<file path="config.mk">
export PLATFORM = sky130hd
export DESIGN_NAME = manchester_frame_tx
export DESIGN_NICKNAME = d
export VERILOG_FILES = /design/src/rtl/mtx_pkg.sv /design/src/rtl/mtx_half_tick.sv /design/src/rtl/mtx_frame_seq.sv /design/src/rtl/mtx_line_enc.sv /design/src/rtl/manchester_frame_tx.sv
export SDC_FILE = /design/constraint.sdc
export NUM_CORES = 1
export LEC_CHECK = 0
export ABC_AREA = 1
export BUFFER_PORTS_ARGS = -buffer_cell sky130_fd_sc_hd__buf_2
export CORE_UTILIZATION = 30
export DETAILED_ROUTE_END_ITERATION = 8
export PLACE_DENSITY_LB_ADDON = 0.12
export REMOVE_ABC_BUFFERS = 1
export SLEW_MARGIN = 20
export SYNTH_ARGS = -nofsm -noshare
export SYNTH_HDL_FRONTEND = slang
export SYNTH_SLANG_ARGS = --single-unit
export TNS_END_PERCENT = 5
</file>
<file path="constraint.sdc">
create_clock -name clk -period 2.1 [get_ports clk]
set_input_delay 0.21 -clock clk [delete_from_list [all_inputs] [get_ports clk]]
set_output_delay 0.21 -clock clk [all_outputs]
set_load 0.005 [all_outputs]
</file>
<file path="src/rtl/mtx_pkg.sv">
package mtx_pkg;

   typedef enum logic {
      HALF_LEAD  = 1'b0,
      HALF_TRAIL = 1'b1
   } half_e;

   function automatic int frame_bits(input int pre_len, input int data_w);
      return pre_len + 1 + data_w;
   endfunction

endpackage

</file>
<file path="src/rtl/mtx_half_tick.sv">
module mtx_half_tick #(
   parameter int HALF_DIV = 25
) (
   input  logic clk,
   input  logic rst_n,
   output logic tick
);

   generate
      if (HALF_DIV < 1) begin : g_bad_div
         $error("mtx_half_tick: HALF_DIV must be at least 1");
      end

      if (HALF_DIV == 1) begin : g_every
         assign tick = 1'b1;
      end else begin : g_div
         localparam int CNT_W = $clog2(HALF_DIV);
         localparam logic [CNT_W-1:0] CNT_TOP = CNT_W'(HALF_DIV - 1);

         logic [CNT_W-1:0] cnt_q;
         logic             wrap;

         assign wrap = (cnt_q == CNT_TOP);

         always_ff @(posedge clk) begin
            if (!rst_n) begin
               cnt_q <= '0;
            end else if (wrap) begin
               cnt_q <= '0;
            end else begin
               cnt_q <= cnt_q + 1'b1;
            end
         end

         assign tick = wrap;

         // half periods longer than one cycle never tick twice in a row
         p_tick_gap_r5: assert property (@(posedge clk) disable iff (!rst_n)
            tick |=> !tick);
      end
   endgenerate

endmodule

</file>
<file path="src/rtl/mtx_frame_seq.sv">
module mtx_frame_seq
   import mtx_pkg::*;
#(
   parameter int DATA_W    = 16,
   parameter int PRE_LEN   = 31,
   parameter int FRAME_LEN = 48,
   parameter int IDX_W     = 6
) (
   input  logic              clk,
   input  logic              rst_n,
   input  logic              tick,
   input  logic [DATA_W-1:0] sample_data,
   input  logic              sample_valid,
   output logic              sample_ready,
   output logic              cur_bit,
   output logic              half_trail
);

   localparam logic [IDX_W-1:0] LAST_IDX  = IDX_W'(FRAME_LEN - 1);
   localparam logic [IDX_W-1:0] START_IDX = IDX_W'(PRE_LEN);

   logic [IDX_W-1:0]  idx_q;
   half_e             half_q;
   logic              active_q;
   logic [DATA_W-1:0] data_q;
   logic              at_end;
   logic              in_data;

   assign at_end  = (idx_q == LAST_IDX) && (half_q == HALF_TRAIL);
   assign in_data = (idx_q > START_IDX);

   always_comb begin
      if (idx_q < START_IDX) begin
         cur_bit = 1'b0;
      end else if (idx_q == START_IDX) begin
         cur_bit = active_q;
      end else begin
         cur_bit = data_q[DATA_W-1];
      end
   end

   assign half_trail   = (half_q == HALF_TRAIL);
   assign sample_ready = tick && at_end;

   always_ff @(posedge clk) begin
      if (!rst_n) begin
         idx_q    <= LAST_IDX;
         half_q   <= HALF_TRAIL;
         active_q <= 1'b0;
         data_q   <= '0;
      end else if (tick) begin
         if (at_end) begin
            idx_q    <= '0;
            half_q   <= HALF_LEAD;
            active_q <= sample_valid;
            data_q   <= sample_valid ? sample_data : '0;
         end else if (half_q == HALF_TRAIL) begin
            idx_q  <= idx_q + 1'b1;
            half_q <= HALF_LEAD;
            if (in_data) begin
               data_q <= {data_q[DATA_W-2:0], 1'b0};
            end
         end else begin
            half_q <= HALF_TRAIL;
         end
      end
   end

   // the strobe marks the frame boundary and is never repeated at once
   p_frame_restart_r6: assert property (@(posedge clk) disable iff (!rst_n)
      sample_ready |=> (idx_q == '0 && half_q == HALF_LEAD));
   p_ready_single_r6: assert property (@(posedge clk) disable iff (!rst_n)
      sample_ready |=> !sample_ready);

   // an unclaimed boundary leaves an empty frame
   p_idle_frame_r7: assert property (@(posedge clk) disable iff (!rst_n)
      (sample_ready && !sample_valid) |=> (!active_q && data_q == '0));

   // the offered word is captured only at the strobe, frame state holds otherwise
   p_accept_r8: assert property (@(posedge clk) disable iff (!rst_n)
      (sample_ready && sample_valid) |=> (active_q && data_q == $past(sample_data)));
   p_hold_r8: assert property (@(posedge clk) disable iff (!rst_n)
      !tick |=> ($stable(data_q) && $stable(active_q) && $stable(idx_q)));

endmodule

</file>
<file path="src/rtl/mtx_line_enc.sv">
module mtx_line_enc (
   input  logic clk,
   input  logic rst_n,
   input  logic tick,
   input  logic cur_bit,
   input  logic half_trail,
   output logic line_q
);

   // leading half carries the inverted bit, trailing half the bit itself
   always_ff @(posedge clk) begin
      if (!rst_n) begin
         line_q <= 1'b0;
      end else if (tick) begin
         line_q <= cur_bit ^ ~half_trail;
      end
   end

endmodule

</file>
<file path="src/rtl/manchester_frame_tx.sv">
module manchester_frame_tx #(
   parameter int DATA_W   = 16,
   parameter int PRE_LEN  = 31,
   parameter int HALF_DIV = 25
) (
   input  logic              clk,
   input  logic              rst_n,
   input  logic [DATA_W-1:0] sample_data,
   input  logic              sample_valid,
   output logic              sample_ready,
   output logic              line_out
);

   localparam int FRAME_LEN = mtx_pkg::frame_bits(PRE_LEN, DATA_W);
   localparam int IDX_W     = $clog2(FRAME_LEN);

   generate
      if (DATA_W < 2) begin : g_bad_width
         $error("manchester_frame_tx: DATA_W must be at least 2");
      end
      if (PRE_LEN < 1) begin : g_bad_pre
         $error("manchester_frame_tx: PRE_LEN must be at least 1");
      end
   endgenerate

   logic tick;
   logic cur_bit;
   logic half_trail;

   mtx_half_tick #(
      .HALF_DIV (HALF_DIV)
   ) u_tick (
      .clk   (clk),
      .rst_n (rst_n),
      .tick  (tick)
   );

   mtx_frame_seq #(
      .DATA_W    (DATA_W),
      .PRE_LEN   (PRE_LEN),
      .FRAME_LEN (FRAME_LEN),
      .IDX_W     (IDX_W)
   ) u_seq (
      .clk          (clk),
      .rst_n        (rst_n),
      .tick         (tick),
      .sample_data  (sample_data),
      .sample_valid (sample_valid),
      .sample_ready (sample_ready),
      .cur_bit      (cur_bit),
      .half_trail   (half_trail)
   );

   mtx_line_enc u_enc (
      .clk        (clk),
      .rst_n      (rst_n),
      .tick       (tick),
      .cur_bit    (cur_bit),
      .half_trail (half_trail),
      .line_q     (line_out)
   );

   // the line only moves on the cycle after a half boundary
   p_line_hold_r5: assert property (@(posedge clk) disable iff (!rst_n)
      !tick |=> $stable(line_out));

   // a frame boundary is always a half boundary
   p_ready_on_half_r6: assert property (@(posedge clk) disable iff (!rst_n)
      sample_ready |-> tick);

endmodule

</file>
==> flow_results.org <==
** Global routing
- The number of global-route vias before repair is 1288.
- Summed over all layers, the global routing overflow is 0.
- Number of antenna violations at the first check in global routing :: 0
- The first global-routing pass estimated 6010 um of wire.
- For this run, the total global-route usage over all layers was measured as 14.2%.
- Pin count of the biggest net entering global routing :: 20

** Power
- Maximum VDD drop :: 0.248 mV
- Internal power comes to between 0.8 and 0.9 mW.
- The design draws about 1.1 mW.
- Pwr Density :: 609 mW/mm2
- Cell leakage power :: ~0.9 nW
- Net switching power :: about 0.26 mW
- Share of total power in the clock network :: approximately 44%
- Switching part of the total :: about 23%
- Per report_power, the sequential group accounts for between 50 and 60% of the total.
- Combinational cells account for under 10% of the total power.

** Setup path
- Count of buffer and inverter cells on the critical path :: 2
- STA classifies the critical path endpoint as an output port.
- The slowest stage of the critical path is the sky130_fd_sc_hd__dfxtp_1 cell.
- Type of element launching the critical path :: register
- Cell Chain, Critical Path :: ha_1, nand3_2, nor2_8, nand2_1, inv_1, buf_2
- CP max stage delay :: approximately 0.43 ns
- Data required time at the worst endpoint :: 1.89 ns
- On the critical path the largest part of the delay comes from flip-flops.
- Of all nets on the critical path, the largest fanout is 7.
- CP arrival :: about 1.5 ns
- Worst setup path category :: reg -> out

** Clock network
- Post-CTS Resized :: 0
- The later pin in the worst-skew pair is clocked with a latency of 0.28 ns.
- Maximum buffer depth of the clock tree :: 2
- CTS clock-pin slew for the worst setup and hold paths :: roughly 0.070 ns
- TritonCTS built the clock tree.
- Counting every sink on the clock net gives 30.
- In this run the number of H-tree levels came out at 2.
- In this run the clock root is driven by a sky130_fd_sc_hd__clkbuf_8.
- Number of clock buffers inserted by TritonCTS :: 5

** Detailed routing
- Routed length per placed instance :: roughly 11 um
- Pre-antenna DRT Iters :: 4
- Number of nets with antenna violations after routing :: 0
- DR vias :: approximately 1.4k
- After detailed routing, the number of remaining DRC violations is 0.
- In the routed layout, each cell is associated on average with a via count of between 4 and 5.
- For this block, the initial DRC count from the detailed router was between 40 and 50.
- Wirelength, routed :: 3450 um

** Run
- Number of max-cap violations :: 0

** Cells and area
- Area occupied by multi-input gates :: roughly 760 um2
- Register cell area after layout :: between 600 and 700 um2
- In the final layout, the share of cells above drive strength 1 is 16.3%.
- The number of antenna diodes in the final layout is 0.
- Layout-stage area growth over the synthesis result :: 13.5%
- Summed area of non-filler cells in the final layout :: around 0.0018 mm2
- The layout has approximately 600 filler cells.
- Core occupancy in the finished layout :: 35.8%
- The final layout contains about 280 nets.

** STA
- Setup tns final :: 0 ns
- Worst slew margin relative to its limit :: between 60% and 70%
- RSZ-0062 raised after global routing :: no
- Setup-violating endpoint count in the final report :: 0
- Max frequency :: ~0.58 GHz
- The final-report hold violation count was 0.
- Worst-margin pin slew :: between 0.5 and 0.6 ns
- Subtracting the final worst setup slack from the clock period gives roughly 1.7 ns.
- Max-slew violations :: 0
- On the final layout, the worst clock skew is roughly 0.0039 ns.
- The worst path uses ~80% of the clock period.

** Synthesis
- Among all flip-flop cells after synthesis, the most frequent one is sky130_fd_sc_hd__dfxtp_1.
- Share of async-settable or async-resettable flops after synthesis :: 0%
- A synthesized cell averages 6.89 um2.
- Counting flops and latches in the post-synthesis netlist gives 30.
- Number of enable flip-flop cells after synthesis :: 0
- Summing every instance area after synthesis gives about 0.0016 mm2.
- Yosys printed 0 warnings.
- Post-synth cell types :: 26
- Synthesized instance count :: about 240
- Share of synthesized area occupied by flip-flops and latches :: roughly 37%

** Floorplanning
- For this configuration, the core starts out at a cell density of 31.5%.
- The floorplan step defined a core boundary enclosing around 0.005 mm2.
- During I/O placement, the number of pins put on the boundary was 21.
- Placement row count :: 26
- The floorplan step defined a die boundary enclosing 0.00570 mm2.
- Die Y-Extent :: roughly 75 um
- In this run the horizontal extent of the chip is 75.5 um.

** Place
- Routability congestion estimate from global placement :: ~0.68
- Dpl cell area :: around 0.0017 mm2
- Port buffering added 20 buffers.
- Hpwl dp :: 2270 um

** Worst hold path
- The tightest min-delay check is of the in -> reg type.

** Status
- The flow ran to the end, and the final reports show no timing, DRC or antenna violations.
## synth_stat cells (2+ instances only)
| library cell | instances | area, um2 |
|---|---|---|
| sky130_fd_sc_hd__nand3_1 | 42 | 210 |
| sky130_fd_sc_hd__ha_1 | 3 | 37.5 |
| sky130_fd_sc_hd__nand4_1 | 4 | 25.0 |
| sky130_fd_sc_hd__clkbuf_8 | 2 | 27.5 |
| sky130_fd_sc_hd__nor3_1 | 2 | 10.0 |
| sky130_fd_sc_hd__a21oi_1 | 19 | 95.1 |
| sky130_fd_sc_hd__dfxtp_1 | 30 | 601 |
| sky130_fd_sc_hd__or2_2 | 4 | 25.0 |
| sky130_fd_sc_hd__nand3_4 | 2 | 35.0 |
| sky130_fd_sc_hd__buf_8 | 2 | 30.0 |
| sky130_fd_sc_hd__o21ai_0 | 4 | 20.0 |
| sky130_fd_sc_hd__nand2_1 | 56 | 210 |
| sky130_fd_sc_hd__buf_2 | 2 | 10.0 |
| sky130_fd_sc_hd__inv_2 | 2 | 7.51 |
| sky130_fd_sc_hd__nor2_1 | 8 | 30.0 |
| sky130_fd_sc_hd__inv_1 | 43 | 161 |
## metal layers
layer | global-route usage (%) | up-vias | share of wire [%]
li1 | - | 786 | -
met1 | 18.4 | 615 | 51
met2 | 22.1 | 19 | 44
met3 | 4.10 | 7 | 3.7
met4 | 6.17 | 0 | 1.9
met5 | 0 | - | 0
## worst min-delay path, cell delays in order
cell and delay, ns:
sky130_fd_sc_hd__buf_2 0.08, sky130_fd_sc_hd__a31oi_1 0.07, sky130_fd_sc_hd__nor2_1 0.07
## final timing paths
check / to / cells after the start / slack [ns] / from
worst min-delay path: u_seq.data_q[0] / 3 / 0.19 / sample_data[0]
worst max-delay path: sample_ready / 6 / 0.38 / u_seq.idx_q[0]
worst min register to register: u_tick.g_div.cnt_q[0] / 1 / 0.47 / u_tick.g_div.cnt_q[0]
worst max register to register: u_seq.data_q[1] / 9 / 0.49 / u_seq.idx_q[0]
## flip-flops by register name, indices dropped and copies added, names as in the netlist
register and cells:
u_enc.line_q 1, u_seq.active_q 1, u_seq.data_q 16, u_seq.half_trail 1, u_seq.idx_q 6, u_tick.g_div.cnt_q 5
## timing repair
item | 4_1_cts | 5_1_grt
hold buffers | 0 | 0
setup buffers | 0 | 2
setup endpoints to repair | 0 | 1
hold endpoints to repair | 0 | 0
## cells by family (layout without fill, tap and decap cells)
family	Yosys count	after routing	synth area share, %
adder cells (fa/ha/maj)	3	3	2.32
buffers and inverters	55	78	16.3
AND/OR/NAND/NOR	122	122	36.4
flip-flops	30	30	37.1
AO/OA/AOI/OAI	25	25	7.95
## stage by stage
stage	hold slack (ns)	cells	worst slack, ns
2_1_floorplan	0.294	227	0.653
3_3_place_gp	0.449	318	0.434
3_5_place_dp	0.456	318	0.413
4_1_cts	0.181	326	0.103
5_1_grt	0.237	328	0.239
6_report	0.194	328	0.376
## layout make-up
cell class,count,area share [%]
multi-input cells,150,41.1
flip-flops and latches,30,32.7
inverters,47,9.86
repair buffers,23,6.67
well taps,70,4.76
clock buffers,7,4.69
clock inverters,1,0.272
## placed cells by master (no fill, tap or decap), types with 2 or more instances in the layout
master / n
sky130_fd_sc_hd__a21oi_1: 19
sky130_fd_sc_hd__buf_2: 20
sky130_fd_sc_hd__buf_4: 3
sky130_fd_sc_hd__clkbuf_8: 6
sky130_fd_sc_hd__dfxtp_1: 30
sky130_fd_sc_hd__ha_1: 3
sky130_fd_sc_hd__inv_1: 43
sky130_fd_sc_hd__inv_2: 2
sky130_fd_sc_hd__nand2_1: 56
sky130_fd_sc_hd__nand3_1: 42
sky130_fd_sc_hd__nand3_4: 2
sky130_fd_sc_hd__nand4_1: 4
sky130_fd_sc_hd__nor2_1: 8
sky130_fd_sc_hd__nor3_1: 2
sky130_fd_sc_hd__o21ai_0: 4
sky130_fd_sc_hd__or2_2: 4
## power groups by stage
stage               Combinational, mW  Clock, mW  Sequential, mW
detailed placement             0.0554          0           0.591
floorplan                      0.0246          0           0.590
CTS                            0.0555      0.514           0.577
global route                   0.0628      0.537           0.578
global placement               0.0559          0           0.591
finish                         0.0545      0.487           0.578
No activity file was read; power rests on OpenSTA's default activity.
